<file path="config.mk">
export PLATFORM = sky130hd
export DESIGN_NAME = cpx_issue_seq
export DESIGN_NICKNAME = d
export VERILOG_FILES = /design/src/rtl/cpx_pkg.sv /design/src/rtl/cpx_seq_fsm.sv /design/src/rtl/cpx_bus_drv.sv /design/src/rtl/cpx_err_latch.sv /design/src/rtl/cpx_issue_seq.sv
export SDC_FILE = /design/constraint.sdc
export NUM_CORES = 1
export LEC_CHECK = 0
export ABC_AREA = 1
export CAP_MARGIN = 20
export CORE_UTILIZATION = 44
export CTS_BUF_LIST = sky130_fd_sc_hd__clkbuf_8
export DETAILED_ROUTE_END_ITERATION = 8
export PLACE_DENSITY = 0.83
export SLEW_MARGIN = 20
export SYNTH_ARGS = -nofsm -noshare
export SYNTH_HDL_FRONTEND = slang
export SYNTH_SLANG_ARGS = --single-unit
</file>
<file path="constraint.sdc">
create_clock -name clk -period 1.7 [get_ports clk]
set_input_delay 0.34 -clock clk [delete_from_list [all_inputs] [get_ports clk]]
set_output_delay 0.34 -clock clk [all_outputs]
set_load 0.03 [all_outputs]
</file>
<file path="src/rtl/cpx_pkg.sv">
package cpx_pkg;

  typedef enum logic [2:0] {
    ST_IDLE   = 3'd0,
    ST_WBUSY  = 3'd1,
    ST_SENDOP = 3'd2,
    ST_WREQ   = 3'd3,
    ST_XFER   = 3'd4,
    ST_DONE   = 3'd5
  } seq_st_e;

  localparam logic [1:0] KIND_NONE = 2'b00;
  localparam logic [1:0] KIND_OPC  = 2'b01;
  localparam logic [1:0] KIND_DWR  = 2'b10;
  localparam logic [1:0] KIND_DRD  = 2'b11;

endpackage

</file>
<file path="src/rtl/cpx_seq_fsm.sv">
module cpx_seq_fsm
  import cpx_pkg::*;
#(
  parameter int OPW  = 11,
  parameter int CNTW = 3
) (
  input  logic            clk,
  input  logic            rst,
  input  logic            ins_valid,
  input  logic [OPW-1:0]  ins_opcode,
  input  logic [CNTW-1:0] ins_nops,
  input  logic            ins_dir,
  input  logic            ins_nowait,
  input  logic            cp_busy,
  input  logic            cp_req,
  input  logic            bus_ack,
  output seq_st_e         st,
  output seq_st_e         nxt,
  output logic [OPW-1:0]  opc_sel,
  output logic            dir_q,
  output logic            ins_ready,
  output logic            host_done
);

  logic [CNTW-1:0] cnt_q;
  logic [OPW-1:0]  opc_q;
  logic            last_opnd;

  assign last_opnd = (cnt_q == CNTW'(1));
  assign opc_sel   = (st == ST_IDLE) ? ins_opcode : opc_q;

  always_comb begin
    nxt = st;
    unique case (st)
      ST_IDLE:   if (ins_valid) nxt = ins_nowait ? ST_SENDOP : ST_WBUSY;
      ST_WBUSY:  if (!cp_busy) nxt = ST_SENDOP;
      ST_SENDOP: if (bus_ack) nxt = (cnt_q == '0) ? ST_DONE : ST_WREQ;
      ST_WREQ:   if (cp_req) nxt = ST_XFER;
      ST_XFER:   if (bus_ack) nxt = last_opnd ? ST_DONE : ST_WREQ;
      ST_DONE:   nxt = ST_IDLE;
      default:   nxt = ST_IDLE;
    endcase
  end

  always_ff @(posedge clk) begin
    if (rst) begin
      st        <= ST_IDLE;
      cnt_q     <= '0;
      opc_q     <= '0;
      dir_q     <= 1'b0;
      ins_ready <= 1'b1;
      host_done <= 1'b0;
    end else begin
      st        <= nxt;
      ins_ready <= (nxt == ST_IDLE);
      host_done <= (nxt == ST_DONE);
      if (st == ST_IDLE && ins_valid) begin
        cnt_q <= ins_nops;
        opc_q <= ins_opcode;
        dir_q <= ins_dir;
      end else if (st == ST_XFER && bus_ack) begin
        cnt_q <= cnt_q - CNTW'(1);
      end
    end
  end

endmodule

</file>
<file path="src/rtl/cpx_bus_drv.sv">
module cpx_bus_drv
  import cpx_pkg::*;
#(
  parameter int OPW = 11,
  parameter int DW  = 32
) (
  input  logic           clk,
  input  logic           rst,
  input  seq_st_e        st,
  input  seq_st_e        nxt,
  input  logic [OPW-1:0] opc_sel,
  input  logic           dir_q,
  input  logic [DW-1:0]  opnd_wdata,
  input  logic           bus_ack,
  input  logic [DW-1:0]  bus_rdata,
  output logic           bus_req,
  output logic [1:0]     bus_kind,
  output logic [DW-1:0]  bus_wdata,
  output logic [DW-1:0]  opnd_rdata,
  output logic           opnd_rvalid
);

  localparam int PADW = DW - OPW;

  logic launch_op, launch_xf, rd_ack;

  assign launch_op = (nxt == ST_SENDOP) && (st != ST_SENDOP);
  assign launch_xf = (nxt == ST_XFER) && (st != ST_XFER);
  assign rd_ack    = (st == ST_XFER) && bus_ack && dir_q;

  always_ff @(posedge clk) begin
    if (rst) begin
      bus_req     <= 1'b0;
      bus_kind    <= KIND_NONE;
      bus_wdata   <= '0;
      opnd_rdata  <= '0;
      opnd_rvalid <= 1'b0;
    end else begin
      bus_req <= (nxt == ST_SENDOP) || (nxt == ST_XFER);
      if (nxt == ST_SENDOP)    bus_kind <= KIND_OPC;
      else if (nxt == ST_XFER) bus_kind <= dir_q ? KIND_DRD : KIND_DWR;
      else                     bus_kind <= KIND_NONE;
      if (launch_op)      bus_wdata <= {{PADW{1'b0}}, opc_sel};
      else if (launch_xf) bus_wdata <= opnd_wdata;
      opnd_rvalid <= rd_ack;
      if (rd_ack) opnd_rdata <= bus_rdata;
    end
  end

endmodule

</file>
<file path="src/rtl/cpx_err_latch.sv">
module cpx_err_latch (
  input  logic clk,
  input  logic rst,
  input  logic cp_err,
  input  logic err_clr,
  output logic err_flag
);

  always_ff @(posedge clk) begin
    if (rst)         err_flag <= 1'b0;
    else if (cp_err) err_flag <= 1'b1;
    else if (err_clr) err_flag <= 1'b0;
  end

endmodule

</file>
<file path="src/rtl/cpx_issue_seq.sv">
module cpx_issue_seq
  import cpx_pkg::*;
#(
  parameter int OPW  = 11,
  parameter int CNTW = 3,
  parameter int DW   = 32
) (
  input  logic            clk,
  input  logic            rst,
  input  logic            ins_valid,
  output logic            ins_ready,
  input  logic [OPW-1:0]  ins_opcode,
  input  logic [CNTW-1:0] ins_nops,
  input  logic            ins_dir,
  input  logic            ins_nowait,
  input  logic            cp_busy,
  input  logic            cp_req,
  input  logic            cp_err,
  input  logic            err_clr,
  output logic            err_flag,
  output logic            bus_req,
  output logic [1:0]      bus_kind,
  output logic [DW-1:0]   bus_wdata,
  input  logic            bus_ack,
  input  logic [DW-1:0]   bus_rdata,
  input  logic [DW-1:0]   opnd_wdata,
  output logic [DW-1:0]   opnd_rdata,
  output logic            opnd_rvalid,
  output logic            host_done
);

  seq_st_e        st, nxt;
  logic [OPW-1:0] opc_sel;
  logic           dir_q;

  cpx_seq_fsm #(.OPW(OPW), .CNTW(CNTW)) u_fsm (
    .clk(clk), .rst(rst), .ins_valid(ins_valid), .ins_opcode(ins_opcode),
    .ins_nops(ins_nops), .ins_dir(ins_dir), .ins_nowait(ins_nowait),
    .cp_busy(cp_busy), .cp_req(cp_req), .bus_ack(bus_ack),
    .st(st), .nxt(nxt), .opc_sel(opc_sel), .dir_q(dir_q),
    .ins_ready(ins_ready), .host_done(host_done)
  );

  cpx_bus_drv #(.OPW(OPW), .DW(DW)) u_bus (
    .clk(clk), .rst(rst), .st(st), .nxt(nxt), .opc_sel(opc_sel),
    .dir_q(dir_q), .opnd_wdata(opnd_wdata), .bus_ack(bus_ack),
    .bus_rdata(bus_rdata), .bus_req(bus_req), .bus_kind(bus_kind),
    .bus_wdata(bus_wdata), .opnd_rdata(opnd_rdata), .opnd_rvalid(opnd_rvalid)
  );

  cpx_err_latch u_err (
    .clk(clk), .rst(rst), .cp_err(cp_err), .err_clr(err_clr), .err_flag(err_flag)
  );

endmodule

</file>
# Word-level counts from Yosys, hierarchy flattened
# Cells that the tools add are included.
dict set report classes {
  n_addsub 1
  n_eq_ne 10
  muxes 19
  bitwise_logic 1
  reduce_logical 14
}
# cell n
set op_table {}
lappend op_table {{11-bit two-way mux} 3}
lappend op_table {{3-bit two-way mux} 9}
lappend op_table {{3-bit case mux with 5 select lines} 1}
lappend op_table {{3-bit by 2-bit == test with 1-bit output, second input constant} 3}
lappend op_table {{3-bit == test, second input constant} 3}
lappend op_table {{3-bit zero test} 3}
lappend op_table {{3-bit by 1-bit == test with 1-bit output, second input constant} 2}
lappend op_table {{2-bit nonzero test} 3}
lappend op_table {{1-bit logical AND} 5}
lappend op_table {{1-bit two-way mux} 5}
lappend op_table {{3-bit by 2-bit != test with 1-bit output, second input constant} 1}
lappend op_table {{3-bit != test, second input constant} 1}
lappend op_table {{3-bit OR reduction} 1}
lappend op_table {{3-bit by 1-bit subtractor with 3-bit output, second input constant} 1}
lappend op_table {{2-bit two-way mux} 1}
lappend op_table {{2-bit OR reduction} 1}
lappend op_table {{1-bit logical OR} 1}
lappend op_table {{1-bit NOT} 1}
dict set report totals {
  regBits 89
  input_bits 88
  output_inout_bits 71
  word_cells 59
}

# Depth between registers and ports, before layout
# Gate-level depths: netlist of the first run.
dict set report depth {
  depth_word 8
  ltp_mapped 13
  mapped_depth_nobuf 12
}

# Modules after synthesis
# Synthesis of the first run repeated with hierarchy kept, for this count alone.
dict set report hier_totals {
  hier_cells 534
  area_unflattened_um2 3923.8
}
# mod n_inst cells_per_inst area_each_um2 seq_area_each_um2
set by_module_without_submodules {}
lappend by_module_without_submodules {cpx_bus_drv 1 364 2797.7 1361.3}
lappend by_module_without_submodules {cpx_seq_fsm 1 165 1086.0 400.4}
lappend by_module_without_submodules {cpx_err_latch 1 5 40.0 20.0}

# Worst setup path before layout of the first run
# OpenSTA, ideal clock, no wires.
dict set report synth_timing {
  kind {reg2reg}
  start {register u_fsm.st[0]}
  end {register u_bus.bus_wdata[0]}
  setup_time_ns 0.109
  arrival_time_ns 1.376
  required_time_ns 1.591
  slack_ns 0.215
  path_stages_with_launch 13
  n_path_buf 1
  period_less_slack_ns 1.485
  cell_sequence {dfxtp_1 > inv_1 > nand2_2 > nor2_2 > nand2_1 > nand3_1 > nor2_4 > nand3_4 > buf_6 > nand3_1 > nand3_1 > nand2_1 > inv_1}
}
dict set report synth_between {
  elab_chain_cells 5
  elab_cells_between_ends 20
  classes_between {8 x eq/ne; 8 x mux; 4 x reduce/logical}
}
# element line
set synth_rtl {}
lappend synth_rtl {{start: declaration} cpx_seq_fsm.sv:17} ;# output seq_st_e st,
lappend synth_rtl {{start signal: assignment} cpx_seq_fsm.sv:54} ;# st <= nxt;
lappend synth_rtl {{3-bit == test, or another cell as far along} cpx_seq_fsm.sv:34} ;# unique case (st)
lappend synth_rtl {{3-bit case mux with 5 select lines} cpx_seq_fsm.sv:34}
lappend synth_rtl {{3-bit by 2-bit == test with 1-bit output or 3-bit == test (tied branches)} {cpx_bus_drv.sv:27, cpx_bus_drv.sv:28}}
lappend synth_rtl {{1-bit logical AND, on equally long branches} {cpx_bus_drv.sv:27, cpx_bus_drv.sv:28}}
lappend synth_rtl {{11-bit two-way mux or 2-bit nonzero test (tied branches)} -}
lappend synth_rtl {{end signal: assignment} cpx_bus_drv.sv:43} ;# if (launch_op) bus_wdata <= {{PADW{1'b0}}, opc_sel};
lappend synth_rtl {{end signal: assignment} cpx_bus_drv.sv:44} ;# else if (launch_xf) bus_wdata <= opnd_wdata;
lappend synth_rtl {{end: declaration} cpx_bus_drv.sv:18} ;# output logic [DW-1:0] bus_wdata,
# Several ways; a longest one is shown, not always the timed one.
# A chain may end at the register's enable or synchronous reset.

# Final worst setup path of the first run
dict set report layout_timing {
  start {register u_fsm.st[1]}
  end {register u_bus.bus_wdata[7]}
}
# Same word-level chain as after synthesis.

==> impl_summary.log, run 1 <==
INFO  metric run_status = complete, no violations
INFO  metric synthDominantCellAreaShare = 48.5%
INFO  metric cap_violations = 0
INFO  metric final_layout_size_suffix_gt1_share = 10.3%
INFO  metric comb_power_share = 36.7%
INFO  metric timing_hold_violations_final = 0
INFO  metric route.detailed.vias_per_inst = roughly 5
INFO  metric drtIter0Drc = between 150 and 200
INFO  metric regArea = 1790 sq um
INFO  metric maxClockFrequency = approximately 630 MHz
INFO  metric floorplan.die_area = 8730 sq um
INFO  metric fin_ws = 117 ps
INFO  metric placedCellCount = 753
INFO  metric cts.path.max_buffers = 2
INFO  metric number_of_antenna_violations_at_the_first_check_in_global_routing = 0
INFO  metric synth_top_area_cell = dfxtp_1
INFO  metric timing.hold.worst_endpoint = u_fsm.opc_q[7]
INFO  metric grt_pass1_wl = ~17 mm
INFO  metric cts_htree_levels = 3
INFO  metric worst-slew-pin-transition = 365 ps
INFO  metric clock_power_share = 25.5%
INFO  metric layoutNonFillerInstCount = 772
INFO  metric crit_fanout = 10
INFO  metric synthesis.area = around 3700 sq um
INFO  metric final_power = approximately 6.4 mW
INFO  metric worstRegToRegCells = 13
INFO  metric drc_errors_left = 0
INFO  metric rsz0062_at_grt = false
INFO  metric power_switching_share = 34.6%
INFO  metric ys_dominant_reg_cell = dfxtp_1
INFO  metric gr-total-overflow = 0
INFO  metric synth.most_common_cell = nand2_1
INFO  metric hp-start = u_fsm.opc_q[7]
INFO  metric relSlewSlack = 75.6%
INFO  metric die-width = ~93 microns
INFO  metric switching_power = 2.22 mW
INFO  metric synthTopCellsByArea = dfxtp_1 (48%), nand2_1 (13%), a21oi_1 (9.3%), nand3_1 (7.5%), inv_1 (3.9%)
INFO  metric grt.total_usage = 24.3%
INFO  metric syn-instance-count = 497
INFO  metric post_placement_worst_setup_slack = -262 ps
INFO  metric place_area = approximately 5500 sq um
INFO  metric synth-edff-count = 0
INFO  metric antenna_left = 0
INFO  metric timing.hold.worst.class = flip-flop to flip-flop
INFO  metric port_buffers = 158
INFO  metric ys_seq_area_share = 48.5%
INFO  metric min_period_over_period = 93.1%
INFO  metric placeableCoreArea = 7890 sq um
INFO  metric top_level_ports = 159
INFO  metric post_layout_min_period = 1580 ps
INFO  metric dp.final_hpwl = 7.60 mm
INFO  metric synth_async_sr_flop_share = 0%
INFO  metric worst-r2r-setup-slack = about 120 ps
INFO  metric cp_data_required_time = 1960 ps
INFO  metric arrival_time_reported_for_the_critical_path_endpoint = 1840 ps
INFO  metric clock_tree.root_cell = clkbuf_8
INFO  metric seqPwrFrac = ~38%
INFO  metric clock_insertion_delay_worst_skew = 350 ps
INFO  metric cellInternalPower = 4.21 mW
INFO  metric critPathCaptureType = flip-flop
INFO  metric fp.dieH = approximately 93 microns
INFO  metric cts_buffers = 9
INFO  metric min_delay_path_depth = 2
INFO  metric crit-reg2reg-launch = u_fsm.st[1]
INFO  metric initial_utilization = 46.6%
INFO  metric final_max_slew_viol_count = 0
INFO  metric globalplace.congestion = roughly 0.82
INFO  metric postSynthAreaPerCell = 7.40 sq um
INFO  metric ys.warnings.count = 0
INFO  metric synth.cells.most_frequent = nand2_1 (131), dfxtp_1 (89), a21oi_1 (68)
INFO  metric crit_type = flip-flop to flip-flop
INFO  metric power_density = 1120 nW/um^2
INFO  metric n_antenna_cell = 0
INFO  metric area_delta_synth_final = 56.4%
INFO  metric fin_worst_skew = 8.55 ps
INFO  metric p_leak = 2.66 nW
INFO  metric layout.core_utilization = 72.9%
INFO  metric finish.instance_area = 5750 sq um
INFO  metric post_synth_num_cell_types = 27
INFO  metric rows = 32
INFO  metric num-nets-final = between 700 and 800
INFO  metric max-vdd-ir-drop = roughly 530 uV
INFO  metric final.fill_count = about 620
INFO  metric final.hold.worst_slack = 447 ps
INFO  metric vias = 3870
INFO  metric fin_tns_setup = 0 ps
INFO  metric ys_seq_elements = 89
INFO  metric route.final.wire_length = ~10 mm
INFO  metric r2r-end = u_bus.bus_wdata[7]
INFO  metric largest_net_degree_at_the_start_of_global_routing = 45
INFO  metric cts.reportedPaths.clkPinSlew = 90 ps
INFO  metric synthesis.nets = 588
INFO  metric detail_route.wl_per_cell = between 10 and 15 microns
INFO  metric clock_sink_count = 89
INFO  metric first_global_vias = between 3000 and 4000
INFO  metric multi_input_comb_area = 1610 sq um
INFO  metric cp-start-kind = flip-flop
INFO  metric tritoncts = yes
INFO  metric drt_first_pass_iters = 4
INFO  metric timing.final.setup_violations = 0
-- state kept, by name, summed over array words and instances, names as in the netlist --
signal / count
u_bus.bus_wdata: 32
u_bus.opnd_rdata: 32
u_fsm.opc_q: 11
u_fsm.cnt_q: 3
u_fsm.st: 3
u_bus.bus_kind: 2
u_bus.bus_req: 1
u_bus.opnd_rvalid: 1
u_err.err_flag: 1
u_fsm.dir_q: 1
u_fsm.host_done: 1
u_fsm.ins_ready: 1
-- repair_timing --
item,4_1_cts,5_1_grt
hold buffers,0,0
setup buffers,0,2
pin swaps,0,4
setup endpoints to repair,69,38
resized for setup,69,17
gates cloned,0,1
-- how the worst max path moves through the flow --
stage	from	end	slack, ps	cells past startpoint
after floorplan	u_fsm.st[0]	u_bus.bus_wdata[0]	220	12
after global placement	bus_ack	u_bus.bus_wdata[7]	-160	9
after detailed placement	bus_ack	u_bus.bus_wdata[7]	-260	11
after CTS	u_fsm.ins_ready	ins_ready	9	1
after global routing	u_fsm.st[1]	u_bus.bus_wdata[1]	8	13
final	u_fsm.st[1]	u_bus.bus_wdata[7]	120	13
-- layout make-up --
cell class	instances	area share, %
tap	102	2.22
clock buffer	11	2.63
timing repair buffer	190	32.0
multi-input combinational	334	28.0
sequential	89	31.1
clock inverter	5	1.35
inverter	41	2.72
-- cell usage in the layout, fill, tap and decap left out, types with 5 or more instances in the layout --
cell type	instances
dlygate4sd2_1	68
a21oi_1	68
buf_12	7
dlymetal6s2s_1	5
o21ai_0	27
nand2_1	131
clkdlybuf4s50_1	85
inv_1	37
nand3_1	52
buf_4	23
nand4_1	16
dfxtp_1	86
nand3_2	5
nor2_1	16
clkbuf_8	11
-- power groups by stage --
stage / clock network [mW] / logic, mW / registers, mW
CTS: 1.68 / 2.28 / 2.42
global route: 1.77 / 2.58 / 2.45
floorplan: 0 / 1.14 / 2.71
global placement: 0 / 2.28 / 2.47
detailed placement: 0 / 2.33 / 2.47
finish: 1.64 / 2.36 / 2.43
-- kinds of logic after synthesis --
| kind of cell | after synthesis | synth area share, % |
|---|---|---|
| xor+xnor | 1 | 0.238 |
| simple gates | 233 | 28.5 |
| compound gates | 97 | 13.3 |
| fa+ha+maj | 3 | 1.02 |
| buf+inv | 74 | 8.47 |
| flops | 89 | 48.5 |
-- layer usage --
layer  routed length (microns)  up-vias  part of all wire, %  GRT usage (%)
li1                          -     1962                    -              -
met3                       853       16                  8.2           6.99
met4                       182        0                  1.7           7.69
met5                         0        -                    0              0
met1                      4320     1742                   41           28.6
met2                      5060      150                   49           42.3
-- critical path, stage by stage (launching register included) --
cell	delay (ps)
dfxtp_4	370
inv_4	60
nand2_2	80
nor2_4	160
nand2_1	70
nand2_1	70
nand2_1	60
nand2_2	110
nand3_4	100
buf_12	150
nand3_1	60
nand3_1	80
nand2_1	70
inv_1	40
Note: power is estimated with default switching activity, not from simulation.
==> run 2: changes to the inputs <==
--- a/config.mk
+++ b/config.mk
@@ -6,6 +6,7 @@
 export NUM_CORES = 1
 export LEC_CHECK = 0
 export ABC_AREA = 1
+export ABC_CLOCK_PERIOD_IN_PS = 1700
 export CAP_MARGIN = 20
 export CORE_UTILIZATION = 44
 export CTS_BUF_LIST = sky130_fd_sc_hd__clkbuf_8
==> results of run 2 <==
The final DEF is identical to that of run 1; final timing and power are the same.
==> run 3: changes to the inputs <==
--- a/config.mk
+++ b/config.mk
@@ -5,14 +5,14 @@
 export SDC_FILE = /design/constraint.sdc
 export NUM_CORES = 1
 export LEC_CHECK = 0
-export ABC_AREA = 1
 export ABC_CLOCK_PERIOD_IN_PS = 1700
 export CAP_MARGIN = 20
 export CORE_UTILIZATION = 44
 export CTS_BUF_LIST = sky130_fd_sc_hd__clkbuf_8
 export DETAILED_ROUTE_END_ITERATION = 8
-export PLACE_DENSITY = 0.83
+export PLACE_DENSITY = 0.82
 export SLEW_MARGIN = 20
 export SYNTH_ARGS = -nofsm -noshare
 export SYNTH_HDL_FRONTEND = slang
+export SYNTH_HIERARCHICAL = 1
 export SYNTH_SLANG_ARGS = --single-unit
==> run 3 against run 2 <==
  * The flow now finishes with violations (negative setup slack)
  * Register-to-register slack worse by 610 ps
  * Synthesized cell count is 12% lower
  * Power is 3.9% higher
  * Fmax is 28% lower
  * First-iteration DRC count is 23% higher
  * Non-clock buffer count is 21 higher
  * Sequential power is 3% higher
  * Clock skew is 3.5 ps higher
  * Critical path type unchanged
  * Routed wire length is 26% higher
  * Die area is 3.0% higher
==> impl_summary.log, run 3 <==
INFO  metric run_status = finished, violations left
INFO  metric violations = negative setup slack
INFO  metric ys_dominant_reg_cell = dfxtp_1
INFO  metric comb_power_share = 41.9% (+5.2 points)
INFO  metric worst-slew-pin-transition = 624 ps (+259 ps)
INFO  metric syn-instance-count = 439 (-12%)
INFO  metric rows = 33 (+3.1%)
INFO  metric antenna_left = 0 (unchanged)
INFO  metric num-nets-final = 710 (-6.1%)
INFO  metric route.met3.wl = 956 microns (+12%)
INFO  metric ys_seq_elements = 89 (unchanged)
INFO  metric clock_insertion_delay_worst_skew = 360 ps (about the same)
INFO  metric switching_power = 2.45 mW (+10%)
INFO  metric initial_utilization = 45.9% (-0.74 points)
INFO  metric grt.total_usage = 26.7% (+2.4 points)
INFO  metric crit_fanout = 7 (-3)
INFO  metric postSynthAreaPerCell = 8.63 sq um (+17%)
INFO  metric timing.final.setup_violations = 39 (+39)
INFO  metric crit_type = flip-flop to flip-flop
INFO  metric ys.warnings.count = 6 (+6)
INFO  metric synth_async_sr_flop_share = 0% (unchanged)
INFO  metric cts.path.max_buffers = 2 (unchanged)
INFO  metric synth.cells.most_frequent = dfxtp_1 (89), a21oi_1 (65), nand3_1 (58)
INFO  metric final.fill_count = 599 (-3.5%)
INFO  metric die-width = 94.8 microns (+1.5%)
INFO  metric port_buffers = 158 (unchanged)
INFO  metric clock_sink_count = 89 (unchanged)
INFO  metric synthesis.nets = 530 (-9.9%)
INFO  metric layout.core_utilization = 78.0% (+5.1 points)
INFO  metric arrival_time_reported_for_the_critical_path_endpoint = 2430 ps (+590 ps)
INFO  metric route.detailed.vias_per_inst = 5.71 (+14%)
INFO  metric ys_seq_area_share = 47.0% (-1.4 points)
INFO  metric power_density = 1040 nW/um^2 (-7.3%)
INFO  metric route.met2.wl = 6.57 mm (+30%)
INFO  metric cp_data_required_time = 1950 ps (about the same)
INFO  metric gr-total-overflow = 0 (unchanged)
INFO  metric final_max_slew_viol_count = 0 (unchanged)
INFO  metric largest_net_degree_at_the_start_of_global_routing = 41 (-8.9%)
INFO  metric synthesis.area = 3790 sq um (+3.0%)
INFO  metric drt_first_pass_iters = 6 (+2)
INFO  metric clock_tree.root_cell = clkbuf_8
INFO  metric cap_violations = 0 (unchanged)
INFO  metric tritoncts = yes
INFO  metric clock_power_share = 20.7% (-4.8 points)
INFO  metric route.final.wire_length = 13.1 mm (+26%)
INFO  metric post_synth_num_cell_types = 45 (+67%)
INFO  metric seqPwrFrac = 37.4% (-0.4 points)
INFO  metric highest-signal-layer = met4
INFO  metric top_level_ports = 159 (unchanged)
INFO  metric largest_registers = u_bus/bus_wdata: 32 flops, u_bus/opnd_rdata: 32 flops, u_fsm/opc_q: 11 flops
INFO  metric first_global_vias = 3784 (+3.0%)
INFO  metric detail_route.wl_per_cell = 18.0 microns (+33%)
INFO  metric drt-met1-wl = 5.25 mm (+22%)
INFO  metric synth.most_common_cell = dfxtp_1
INFO  metric dp.final_hpwl = 7.80 mm (+2.7%)
INFO  metric synth-edff-count = 0 (unchanged)
INFO  metric ctsHoldBuffers = 0 (unchanged)
INFO  metric max-vdd-ir-drop = 492 uV (-7.1%)
INFO  metric synth_top_area_cell = dfxtp_1
INFO  metric timing_hold_violations_final = 0 (unchanged)
INFO  metric worst-r2r-setup-slack = -490 ps (-610 ps)
INFO  metric fin_ws = -489 ps (-606 ps)
INFO  metric area_delta_synth_final = 70.1%
INFO  metric relSlewSlack = 58.2% (-17 points)
INFO  metric number_of_antenna_violations_at_the_first_check_in_global_routing = 0 (unchanged)
INFO  metric p_leak = 2.64 nW (-0.58%)
INFO  metric final_cell_mix = clkdlybuf4s50_1 (84), dfxtp_1 (84), dlygate4sd2_1 (68)
INFO  metric power_switching_share = 36.6% (+2.0 points)
INFO  metric synthTopCellsByArea = dfxtp_1 (47%), a21oi_1 (8.6%), nand3_1 (7.7%), o21ai_0 (7.1%), mux2_2 (3.3%)
INFO  metric cts.reportedPaths.clkPinSlew = 90 ps (about the same)
INFO  metric globalplace.congestion = 0.844 (+2.6%)
INFO  metric post_layout_min_period = 2190 ps (+606 ps)
INFO  metric grt_pass1_wl = 18.7 mm (+11%)
INFO  metric floorplan.die_area = 8990 sq um (+3.0%)
INFO  metric rsz0062_at_grt = true
INFO  metric cellInternalPower = 4.23 mW (+0.67%)
INFO  metric vias = 4159 (+7.5%)
INFO  metric maxClockFrequency = 457 MHz (-28%)
INFO  metric final_power = 6.68 mW (+3.9%)
INFO  metric cts_htree_levels = 3 (unchanged)
INFO  metric min_period_over_period = 129% (+36 points)
INFO  metric synthDominantCellAreaShare = 47.0% (-1.4 points)
INFO  metric placeableCoreArea = 8260 sq um (+4.7%)
INFO  metric fin_worst_skew = 12.0 ps (+3.45 ps)
INFO  metric n_antenna_cell = 0 (unchanged)
INFO  metric drtIter0Drc = 223 (+23%)
INFO  metric critPathCaptureType = flip-flop
INFO  metric drc_errors_left = 0 (unchanged)
INFO  metric fp.dieH = 94.8 microns (+1.5%)
INFO  metric timing.hold.worst.class = input pin to flip-flop
INFO  metric cp-start-kind = flip-flop
INFO  metric cts_buffers = 9 (unchanged)
INFO  metric final_layout_size_suffix_gt1_share = 25.5% (+15 points)
## run 3: cell types whose count changed after synthesis, moves of 8 or more
cell      previous run  this run
nor2_1              16         7
inv_1               38        10
nand2_1            131        27
mux2_2               0        11
o21ai_0             27        54
clkbuf_1            22        30
nand4_1             16         0
## run 3: layer usage
layer	up-vias	global-route usage [%]
met1	1998	33.4
met4	0	9.22
met5	-	0
met3	28	7.09
li1	1945	-
met2	188	44.2
## run 3: layout make-up
| class | count | area, sq um | area share [%] |
|---|---|---|---|
| inverter | 10 | 45.0 | 0.699 |
| timing repair buffer | 211 | 2150 | 33.4 |
| sequential | 89 | 1800 | 27.9 |
| multi-input combinational | 298 | 2130 | 33.0 |
| clock buffer | 10 | 138 | 2.14 |
| clock inverter | 6 | 50.0 | 0.777 |
| tap | 105 | 131 | 2.04 |
## run 3: power groups by stage
stage	sequential (mW)	clock, mW	combinational, mW
2_1_floorplan	2.80	0	1.07
3_3_place_gp	2.51	0	2.31
3_5_place_dp	2.51	0	2.36
4_1_cts	2.48	1.40	2.55
5_1_grt	2.52	1.53	2.95
6_report	2.50	1.38	2.80
## run 3: final timing paths
| kind | cells past startpoint | startpoint | to |
|---|---|---|---|
| hold reg to reg | 2 | u_bus/opnd_rdata[27] | u_bus/opnd_rdata[27] |
| hold / removal | 3 | rst | u_fsm/cnt_q[0] |
| setup reg to reg | 10 | u_fsm/cnt_q[0] | u_bus/bus_wdata[5] |
| setup / recovery | 10 | u_fsm/cnt_q[0] | u_bus/bus_wdata[5] |
## run 3: critical path, cell delays in order, from the launching register on
cell and delay, ps:
dfxtp_4 380, inv_4 60, ha_4 130, nand3b_1 90, a32oi_1 190, o32a_1 200
inv_2 60, or3b_4 440, buf_12 170, o31a_1 230, o221a_1 120
## run 3: timing repair
action	in CTS	in global routing
pin swaps	15	10
endpoints found under the setup margin	104	55
buffers inserted	7	2
gates resized for setup	143	60
cloned	4	4
## run 3: kinds of logic (layout without fill, tap and decap cells)
logic type                 Yosys count  in the layout  synth area share (%)
adders and majority gates            3              3                 0.991
buffers and inverters               53            237                  5.94
AOI/OAI and AO/OA                  157            157                  25.0
xor gates and xnor gates             3              3                 0.694
and+or+nand+nor                    122            123                  16.8
muxes                               12             12                  3.53
DFF                                 89             89                  47.0
## run 3: per-stage QoR
step	hold slack (ps)	setup slack [ps]	std cells	setup TNS, ps	instance area (sq um)
global route	468	-601	729	-18800	6440
CTS	457	-476	725	-14180	6160
floorplan	402	-577	439	-16660	3840
global placement	440	-854	698	-29850	5710
detailed placement	454	-902	698	-31370	5710
finish	467	-489	729	-15000	6440
